--- src/rtl/cmp_regs_pkg.sv ---
// Shared constants and types for the comparator control register file.
// Assumes 32-bit words; bit positions are fixed by the register layout.
package cmp_regs_pkg;
    localparam int WORD_W     = 32;
    localparam int LOCK_BIT   = 31;
    localparam int STATUS_BIT = 30;
    localparam int EXT_LO     = 25;
    localparam int SCALE_BIT  = 23;
    localparam int BRIDGE_BIT = 22;
    localparam int BLANK_LO   = 18;
    localparam int HYST_LO    = 16;
    localparam int POL_BIT    = 15;
    localparam int WIN_BIT    = 9;
    localparam int PLUS_LO    = 7;
    localparam int MINUS_LO   = 4;
    localparam int PWR_LO     = 2;
    localparam int EN_BIT     = 0;

    // Writable bits common to every channel word.
    localparam logic [WORD_W-1:0] BASE_MASK = 32'h86DF_81FD;
    // Extra writable bit held only by the second channel word.
    localparam logic [WORD_W-1:0] WIN_MASK  = 32'h0000_0200;

    // Resolved minus-input source codes.
    typedef enum logic [3:0] {
        SRC_QUARTER  = 4'd0,
        SRC_HALF     = 4'd1,
        SRC_THREEQ   = 4'd2,
        SRC_FULL     = 4'd3,
        SRC_DAC      = 4'd4,
        SRC_RSVD     = 4'd5,
        SRC_PIN      = 4'd6,
        SRC_EXT0     = 4'd7,
        SRC_EXT1     = 4'd8,
        SRC_EXT2     = 4'd9,
        SRC_EXT_RSVD = 4'd10
    } minus_src_e;
endpackage

--- src/rtl/cmp_csr_word.sv ---
// One lockable configuration word.
// Holds only the bits in WMASK; others stay 0. Once bit 31 is stored,
// the word ignores writes until synchronous reset. Assumes wr_en is
// already address-decoded by the parent.
module cmp_csr_word
    import cmp_regs_pkg::*;
#(
    parameter logic [WORD_W-1:0] WMASK = BASE_MASK
) (
    input  logic              clk,
    input  logic              rst_n,
    input  logic              wr_en,
    input  logic [WORD_W-1:0] wdata,
    output logic [WORD_W-1:0] word_q
);
    logic locked;

    assign locked = word_q[LOCK_BIT];

    // Store masked write data unless the word is locked.
    always_ff @(posedge clk) begin
        if (!rst_n) begin
            word_q <= '0;
        end else if (wr_en && !locked) begin
            word_q <= wdata & WMASK;
        end
    end

    // a locked word keeps its value on the next cycle
    assert_locked_frozen_R1: assert property (@(posedge clk) disable iff (!rst_n)
        locked |=> $stable(word_q));

    // the lock bit never falls outside reset
    assert_lock_sticky_R2: assert property (@(posedge clk) disable iff (!rst_n)
        locked |=> word_q[LOCK_BIT]);
endmodule

--- src/rtl/cmp_minus_decode.sv ---
// Resolves a channel's minus select into one source code.
// The extended select matters only for select 7; fractional references
// fall back to the full reference while the scaler runs without bridge.
module cmp_minus_decode
    import cmp_regs_pkg::*;
(
    input  logic [2:0] minus_sel,
    input  logic [1:0] ext_sel,
    input  logic       scaler_on,
    input  logic       bridge_on,
    output logic [3:0] src_code
);
    minus_src_e src;

    // Pick the source code from the select fields and shared enables.
    always_comb begin
        if (minus_sel == 3'd7) begin
            src = minus_src_e'(4'(SRC_EXT0) + {2'b00, ext_sel});
        end else if (scaler_on && !bridge_on && (minus_sel < 3'd3)) begin
            src = SRC_FULL;
        end else begin
            src = minus_src_e'({1'b0, minus_sel});
        end
    end

    assign src_code = 4'(src);
endmodule

--- src/rtl/cmp_ctl_regs.sv ---
// Comparator control register file: NUM_CH lockable words at word
// offsets, combinational read, single-cycle write, decoded outputs.
// Assumes NUM_CH >= 2 (window bit lives in word 1) and ADDR_W large
// enough to index NUM_CH words.
module cmp_ctl_regs
    import cmp_regs_pkg::*;
#(
    parameter int NUM_CH = 2,
    parameter int ADDR_W = 3
) (
    input  logic                clk,
    input  logic                rst_n,
    input  logic                bus_wr_en,
    input  logic [ADDR_W-1:0]   bus_addr,
    input  logic [WORD_W-1:0]   bus_wdata,
    output logic [WORD_W-1:0]   bus_rdata,
    input  logic [NUM_CH-1:0]   cmp_raw,
    output logic [NUM_CH-1:0]   cmp_value,
    output logic [NUM_CH-1:0]   ch_en,
    output logic [2*NUM_CH-1:0] ch_pwr_mode,
    output logic [2*NUM_CH-1:0] ch_plus_sel,
    output logic [4*NUM_CH-1:0] ch_minus_src,
    output logic [2*NUM_CH-1:0] ch_hyst,
    output logic [3*NUM_CH-1:0] ch_blank_sel,
    output logic                window_mode,
    output logic                scaler_on,
    output logic                bridge_on
);
    localparam int IDX_W = ADDR_W - 2;

    logic [IDX_W-1:0]  bus_idx;
    logic              aligned;
    logic [WORD_W-1:0] word_q [NUM_CH];
    logic [NUM_CH-1:0] wr_hit;
    logic [NUM_CH-1:0] rd_hit;

    assign bus_idx = bus_addr[ADDR_W-1:2];
    assign aligned = (bus_addr[1:0] == 2'b00);

    for (genvar ch = 0; ch < NUM_CH; ch++) begin : g_ch
        localparam logic [WORD_W-1:0] MASK = (ch == 1) ? (BASE_MASK | WIN_MASK) : BASE_MASK;

        assign rd_hit[ch] = aligned && (bus_idx == IDX_W'(ch));
        assign wr_hit[ch] = bus_wr_en && rd_hit[ch];

        cmp_csr_word #(.WMASK(MASK)) u_word (
            .clk    (clk),
            .rst_n  (rst_n),
            .wr_en  (wr_hit[ch]),
            .wdata  (bus_wdata),
            .word_q (word_q[ch])
        );

        assign cmp_value[ch]          = cmp_raw[ch] ^ word_q[ch][POL_BIT];
        assign ch_en[ch]              = word_q[ch][EN_BIT];
        assign ch_pwr_mode[2*ch +: 2] = word_q[ch][PWR_LO +: 2];
        assign ch_plus_sel[2*ch +: 2] = word_q[ch][PLUS_LO +: 2];
        assign ch_hyst[2*ch +: 2]     = word_q[ch][HYST_LO +: 2];
        assign ch_blank_sel[3*ch +: 3] = word_q[ch][BLANK_LO +: 3];

        cmp_minus_decode u_mdec (
            .minus_sel (word_q[ch][MINUS_LO +: 3]),
            .ext_sel   (word_q[ch][EXT_LO +: 2]),
            .scaler_on (scaler_on),
            .bridge_on (bridge_on),
            .src_code  (ch_minus_src[4*ch +: 4])
        );

        // extended select cannot produce an extended code unless select is 7
        assert_ext_ignored_R7: assert property (@(posedge clk) disable iff (!rst_n)
            (word_q[ch][MINUS_LO +: 3] != 3'd7) |-> (ch_minus_src[4*ch +: 4] < 4'd7));

        // fractional requests get the full reference while bridge is off
        assert_fallback_R9: assert property (@(posedge clk) disable iff (!rst_n)
            (scaler_on && !bridge_on && (word_q[ch][MINUS_LO +: 3] < 3'd3))
            |-> (ch_minus_src[4*ch +: 4] == 4'd3));
    end

    assign window_mode = word_q[1][WIN_BIT];

    // OR the shared scaler and bridge requests over all words.
    always_comb begin
        scaler_on = 1'b0;
        bridge_on = 1'b0;
        for (int ch = 0; ch < NUM_CH; ch++) begin
            scaler_on = scaler_on | word_q[ch][SCALE_BIT];
            bridge_on = bridge_on | word_q[ch][BRIDGE_BIT];
        end
    end

    // Return the addressed word with the live status bit merged in.
    always_comb begin
        bus_rdata = '0;
        for (int ch = 0; ch < NUM_CH; ch++) begin
            if (rd_hit[ch]) begin
                bus_rdata = word_q[ch];
                bus_rdata[STATUS_BIT] = cmp_value[ch];
            end
        end
    end

    // an address that hits no word reads zero
    assert_unmapped_zero_R10: assert property (@(posedge clk) disable iff (!rst_n)
        (rd_hit == '0) |-> (bus_rdata == '0));
endmodule

--- config.mk ---
export PLATFORM = sky130hd
export DESIGN_NAME = cmp_ctl_regs
export DESIGN_NICKNAME = d
export VERILOG_FILES = /design/src/rtl/cmp_regs_pkg.sv /design/src/rtl/cmp_csr_word.sv /design/src/rtl/cmp_minus_decode.sv /design/src/rtl/cmp_ctl_regs.sv
export SDC_FILE = /design/constraint.sdc
export NUM_CORES = 1
export LEC_CHECK = 0
export BUFFER_PORTS_ARGS = -buffer_cell sky130_fd_sc_hd__buf_4
export CAP_MARGIN = 20
export CORE_MARGIN = 5
export CORE_UTILIZATION = 40
export CTS_CLUSTER_DIAMETER = 30
export CTS_CLUSTER_SIZE = 14
export DETAILED_ROUTE_END_ITERATION = 10
export PLACE_DENSITY = 0.76
export SLEW_MARGIN = 40
export SYNTH_ARGS = -nofsm -noshare
export SYNTH_HDL_FRONTEND = slang
export SYNTH_SLANG_ARGS = --single-unit
--- constraint.sdc ---
create_clock -name clk -period 1.5 [get_ports clk]
set_input_delay 0.3 -clock clk [delete_from_list [all_inputs] [get_ports clk]]
set_output_delay 0.3 -clock clk [all_outputs]
set_load 0.01 [all_outputs]
==> After elaboration in Yosys (flattened, before gate mapping) <==
Cells that the tools add are included.
{ "word_totals": {"word_cells": 32, "inputBits": 40, "ff_bits": 39, "output_inout_bits": 65} }
{ "classes": {"bitwise": 5, "muxes": 6, "eq_ne": 2, "magnitude_cmp": 2, "addsub": 2, "reduce_logical": 13} }
{ "op_table": {"columns": ["operator", "n"], "rows": [
  ["two-way mux 32 bit", 2],
  ["logical AND 1 bit", 9],
  ["adder 3 x 2 -> 4 bit (first input constant)", 2],
  ["two-way mux 4 bit", 2],
  ["equality test 3 bit (second input constant)", 2],
  ["less-than comparator 3 x 2 -> 1 bit (second input constant)", 2],
  ["two-way mux 3 bit", 2],
  ["logical NOT 1 bit", 3],
  ["logical NOT 2 bit", 1],
  ["OR 1 bit", 2],
  ["bitwise XOR 1 bit", 2],
  ["inverter 1 bit", 1]
]} }

==> Depth between registers and ports, before layout <==
{ "depth": {"depth_word": 6, "ltp_mapped": 5, "ltp_nobuf": 4} }

==> By module <==
Synthesis repeated with hierarchy kept, for this count alone.
{ "hier_totals": {"hier_cells": 271, "hier_area_um2": 2398.6} }
{ "by_module_without_submodules": {"columns": ["mod", "seq_area_each_um2", "n_inst", "cells_per_inst", "area_each_um2"], "rows": [
  ["cmp_csr_word at g_ch[1].u_word", 400.4, 1, 99, 913.4],
  ["cmp_csr_word at g_ch[0].u_word", 380.4, 1, 96, 884.6],
  ["cmp_ctl_regs", 0.0, 1, 46, 425.4],
  ["cmp_minus_decode", 0.0, 2, 15, 87.6]
]} }

==> Worst setup path after synthesis <==
OpenSTA, ideal clock, no wires.
{ "synth_timing": {"path_type": "input port to output port", "from": "input port bus_addr[1]", "to": "output port bus_rdata[0]", "setup_slack_ns": 0.161, "required_ns": 1.200, "stages": 3, "t_arrival_ns": 1.039, "path_cell_list": "nor3b_2 -> clkbuf_1 -> a22o_1"} }
{ "synth_via": {"elab_chain_cells": 4} }
{ "synth_rtl": {"columns": ["element", "line", "rtl"], "rows": [
  ["start, declared", "cmp_ctl_regs.sv:14", "input logic [ADDR_W-1:0] bus_addr,"],
  ["logical NOT 2 bit (*)", "cmp_ctl_regs.sv:38", "assign aligned = (bus_addr[1:0] == 2'b00);"],
  ["logical AND 1 bit", "cmp_ctl_regs.sv:43", "assign rd_hit[ch] = aligned && (bus_idx == IDX_W'(ch));"],
  ["two-way mux 32 bit", "cmp_ctl_regs.sv:95", "if (rd_hit[ch]) begin"],
  ["two-way mux 32 bit (*)", "cmp_ctl_regs.sv:95", null],
  ["end, declared", "cmp_ctl_regs.sv:16", "output logic [WORD_W-1:0] bus_rdata,"]
]} }
Mark *: on every way between the ends. The rest lies on a longest branch, timed or not.

==> Worst setup path after layout <==
{ "layout_timing": {"from": "register g_ch[0].u_word.word_q[22]", "to": "output port ch_minus_src[1]"} }
{ "layout_via": {"elab_chain_cells": 6} }
{ "layout_rtl": {"columns": ["element", "line", "rtl"], "rows": [
  ["start, declared", "cmp_csr_word.sv:14", "output logic [WORD_W-1:0] word_q"],
  ["start signal, assigned", "cmp_csr_word.sv:25", "word_q <= wdata & WMASK;"],
  ["OR 1 bit", "cmp_ctl_regs.sv:87", "bridge_on = bridge_on | word_q[ch][BRIDGE_BIT];"],
  ["logical NOT 1 bit", "cmp_minus_decode.sv:19", "end else if (scaler_on && !bridge_on && (minus_sel < 3'd3)) begin"],
  ["logical AND 1 bit (2 in a row)", "cmp_minus_decode.sv:19", null],
  ["two-way mux 3 bit", "cmp_minus_decode.sv:19", null],
  ["two-way mux 4 bit", "cmp_minus_decode.sv:17", "if (minus_sel == 3'd7) begin"],
  ["end, declared", "cmp_ctl_regs.sv:22", "output logic [4*NUM_CH-1:0] ch_minus_src,"]
]} }
No other way between the ends.

==> results.cfg <==
[drt]
ant_nets = 0
vias_per_cell = 4.77
routed_wl_um = 5210
drt_iter0_drc = 37
wl_per_cell_um = 14.0
route.detailed.drc = 0
firstDrtPassIters = 4
vias = 1771

[finish]
seq_area_um2 = 795
reg_top3 = g_ch.u_word.word_q (39)
multi_input_area_mm2 = 0.00110
final_cell_mix = buf_4, nand2_1, mux2i_1, dfxtp_1, a22o_1
final_common_cell = buf_4
regMostFlops = g_ch.u_word.word_q
nets = 342
fin_area_mm2 = 0.00282
fillers = 480
layout.cells.non_filler = 371
largest_reg_flops = 39
syn2layout_area_growth_pct = 35.5
diodes = 0
utilization = 0.556
drive_gt1_frac = 0.429

[place]
dpl.hpwl_um = 3740
io_buffers = 81
placedCellCount = 359
dpl_worst_slack_ns = 0.0434
routabilityCongestion = 0.747
placed_cell_area_mm2 = 0.00257

[synthesis]
ys_ff_latch = 39
ys_warn_count = 0
ys_seq_area_frac = 0.375
synthCells = 236
synth_cell_types = 26
syn_avg_cell_area_um2 = 8.82
synth_area_mm2 = 0.00208

[cts]
htreeDepth = 2
cts_buffer_depth = 2
hold_buffers = 0
path_clk_slew_ns = 0.08
tritoncts = yes
clk_latency_ns = 0.29
cts.sinks = 39
cts_buffers = 5
root_buffer = clkbuf_8

[setup_path]
cp_slowest_cell = dfxtp_2
worstSetupEndpointType = output port
max_stage_delay_ns = 0.33
required_ns = 1.20
crit_path_start_kind = flip-flop
critPathKind = reg2out
critPathMaxFanout = 3
critPathArrivalTime_ns = 1.29
cp_cell_sequence = or2_4 > nor3_2 > o21a_1 > buf_6

[run_status]
violations = setup timing
outcome = finished, violations left

[die]
rows = 26
die_x_um = 82.1
start_util = 0.410
die_y_um = 82.1
die_area_mm2 = 0.00674
core-area_mm2 = 0.00507
ios = 105

[global_route]
grt_pass1_vias = 1775
grt_start_max_net_pins = 60
track_usage = 0.160
grt_overflow = 0
grt_pass1_wl_um = 8330
antenna_found_initial = 0

[sta]
setup_viol = 5
worst_slew_pin_slew_ns = 0.569
clock.fmax_mhz = 629
relSlewSlack = 0.620
rsz0062_at_grt = yes
min_period_ns = 1.59
fin_worst_skew_ns = 0.00795
slew_viol_final = 0
hold_violations = 0
finalCritPeriodShare = 1.06
setup_ws_ns = -0.0894

[worst_hold_path]
hold_class = in2reg

[flow_run]
drv_cap = 0

[power]
p_leak_nw = 1.47
p_per_area_mw_per_mm2 = 765
ir_drop_mv = 0.526
-- per-layer routing --
| metal | vias to the layer above | wire length [µm] | track usage | part of all wire |
|---|---|---|---|---|
| met5 | - | 0 | 0 | 0 |
| met4 | 0 | 50 | 0.0449 | 0.0096 |
| met3 | 7 | 437 | 0.0629 | 0.084 |
| met2 | 70 | 2570 | 0.284 | 0.49 |
| met1 | 815 | 2160 | 0.177 | 0.41 |
| li1 | 879 | - | - | - |
-- worst max-delay path, delay by kind of cell, from the launching register on --
| family | cells | cell delay [ns] |
|---|---|---|
| flops | 1 | 0.33 |
| simple gates | 2 | 0.41 |
| compound gates | 1 | 0.16 |
| buf+inv | 1 | 0.10 |
-- final cells by class --
cell class | count | share of cell area
clock buffer | 7 | 0.0342
clock inverter | 1 | 0.00266
inverter | 5 | 0.00665
multi-input combinational | 156 | 0.390
sequential | 39 | 0.282
tap | 70 | 0.0311
timing repair buffer | 93 | 0.254
-- stage by stage --
| step | setup TNS (ns) | total power (W) | hold WS, ns |
|---|---|---|---|
| floorplan | 0 | 0.00128 | 0.433 |
| global placement | 0 | 0.00137 | 0.444 |
| detailed placement | 0 | 0.00137 | 0.456 |
| CTS | -0.512 | 0.00217 | 0.258 |
| global route | -0.754 | 0.00227 | 0.274 |
| finish | -0.359 | 0.00216 | 0.265 |
-- repair_timing --
item                                    in CTS  in global routing
pin swaps                                    5                  7
endpoints found under the hold margin        0                  0
cloned                                       0                  0
endpoints found under the setup margin       8                 10
resized for setup                           19                 17
buffers inserted                             4                  0
-- cells by family (layout without fill, tap and decap cells) --
logic type | after synthesis | count (layout) | share of synthesized area
compound gates | 28 | 28 | 0.111
xor+xnor | 2 | 2 | 0.00842
fa+ha+maj | 2 | 2 | 0.0120
buf+inv | 51 | 106 | 0.156
flops | 39 | 39 | 0.375
mux | 37 | 37 | 0.178
other cells | 1 | 11 | 0.00180
simple gates | 76 | 76 | 0.158
-- power breakdown --
part | internal [W] | switching, W | leakage, nW
sequential | 0.00106 | 0.0000216 | 0.321
clock | 0.000418 | 0.000365 | 0.0505
combinational | 0.000146 | 0.000148 | 1.09
total | 0.00162 | 0.000534 | 1.47
-- path summary, 6_finish.rpt --
check                                          startpoint                   endpoint  slack (ns)  cells past startpoint
worst min-delay path                         bus_wdata[9]   g_ch[1].u_word.word_q[9]        0.27                      3
worst max register to register  g_ch[1].u_word.word_q[31]  g_ch[1].u_word.word_q[20]        0.48                      3
worst min register to register  g_ch[1].u_word.word_q[31]  g_ch[1].u_word.word_q[31]        0.46                      2
worst max-delay path            g_ch[0].u_word.word_q[22]            ch_minus_src[1]       -0.09                      4
-- cell usage after synthesis --
cell       n  area [µm²]
buf_2      4        20.0
and2_1     1        6.26
nor2_1     1        3.75
nor3_2     1        10.0
conb_1     1        3.75
a22o_1    20         175
buf_6      1        11.3
xor2_1     2        17.5
ha_1       2        25.0
and3_1     1        6.26
nand2_1   60         225
inv_1      5        18.8
clkbuf_1   9        33.8
dfxtp_1   39         781
nor3_1     2        10.0
nand3_1    4        20.0
a21boi_0   1        7.51
buf_4     32         240
nor2b_1    1        6.26
nor3b_1    1        7.51
mux2i_1   37         370
or2_2      1        6.26
o21a_1     5        37.5
nand3b_1   2        15.0
o21ai_1    2        10.0
nor3b_2    1        12.5
Power figures use the tool's default switching activity.
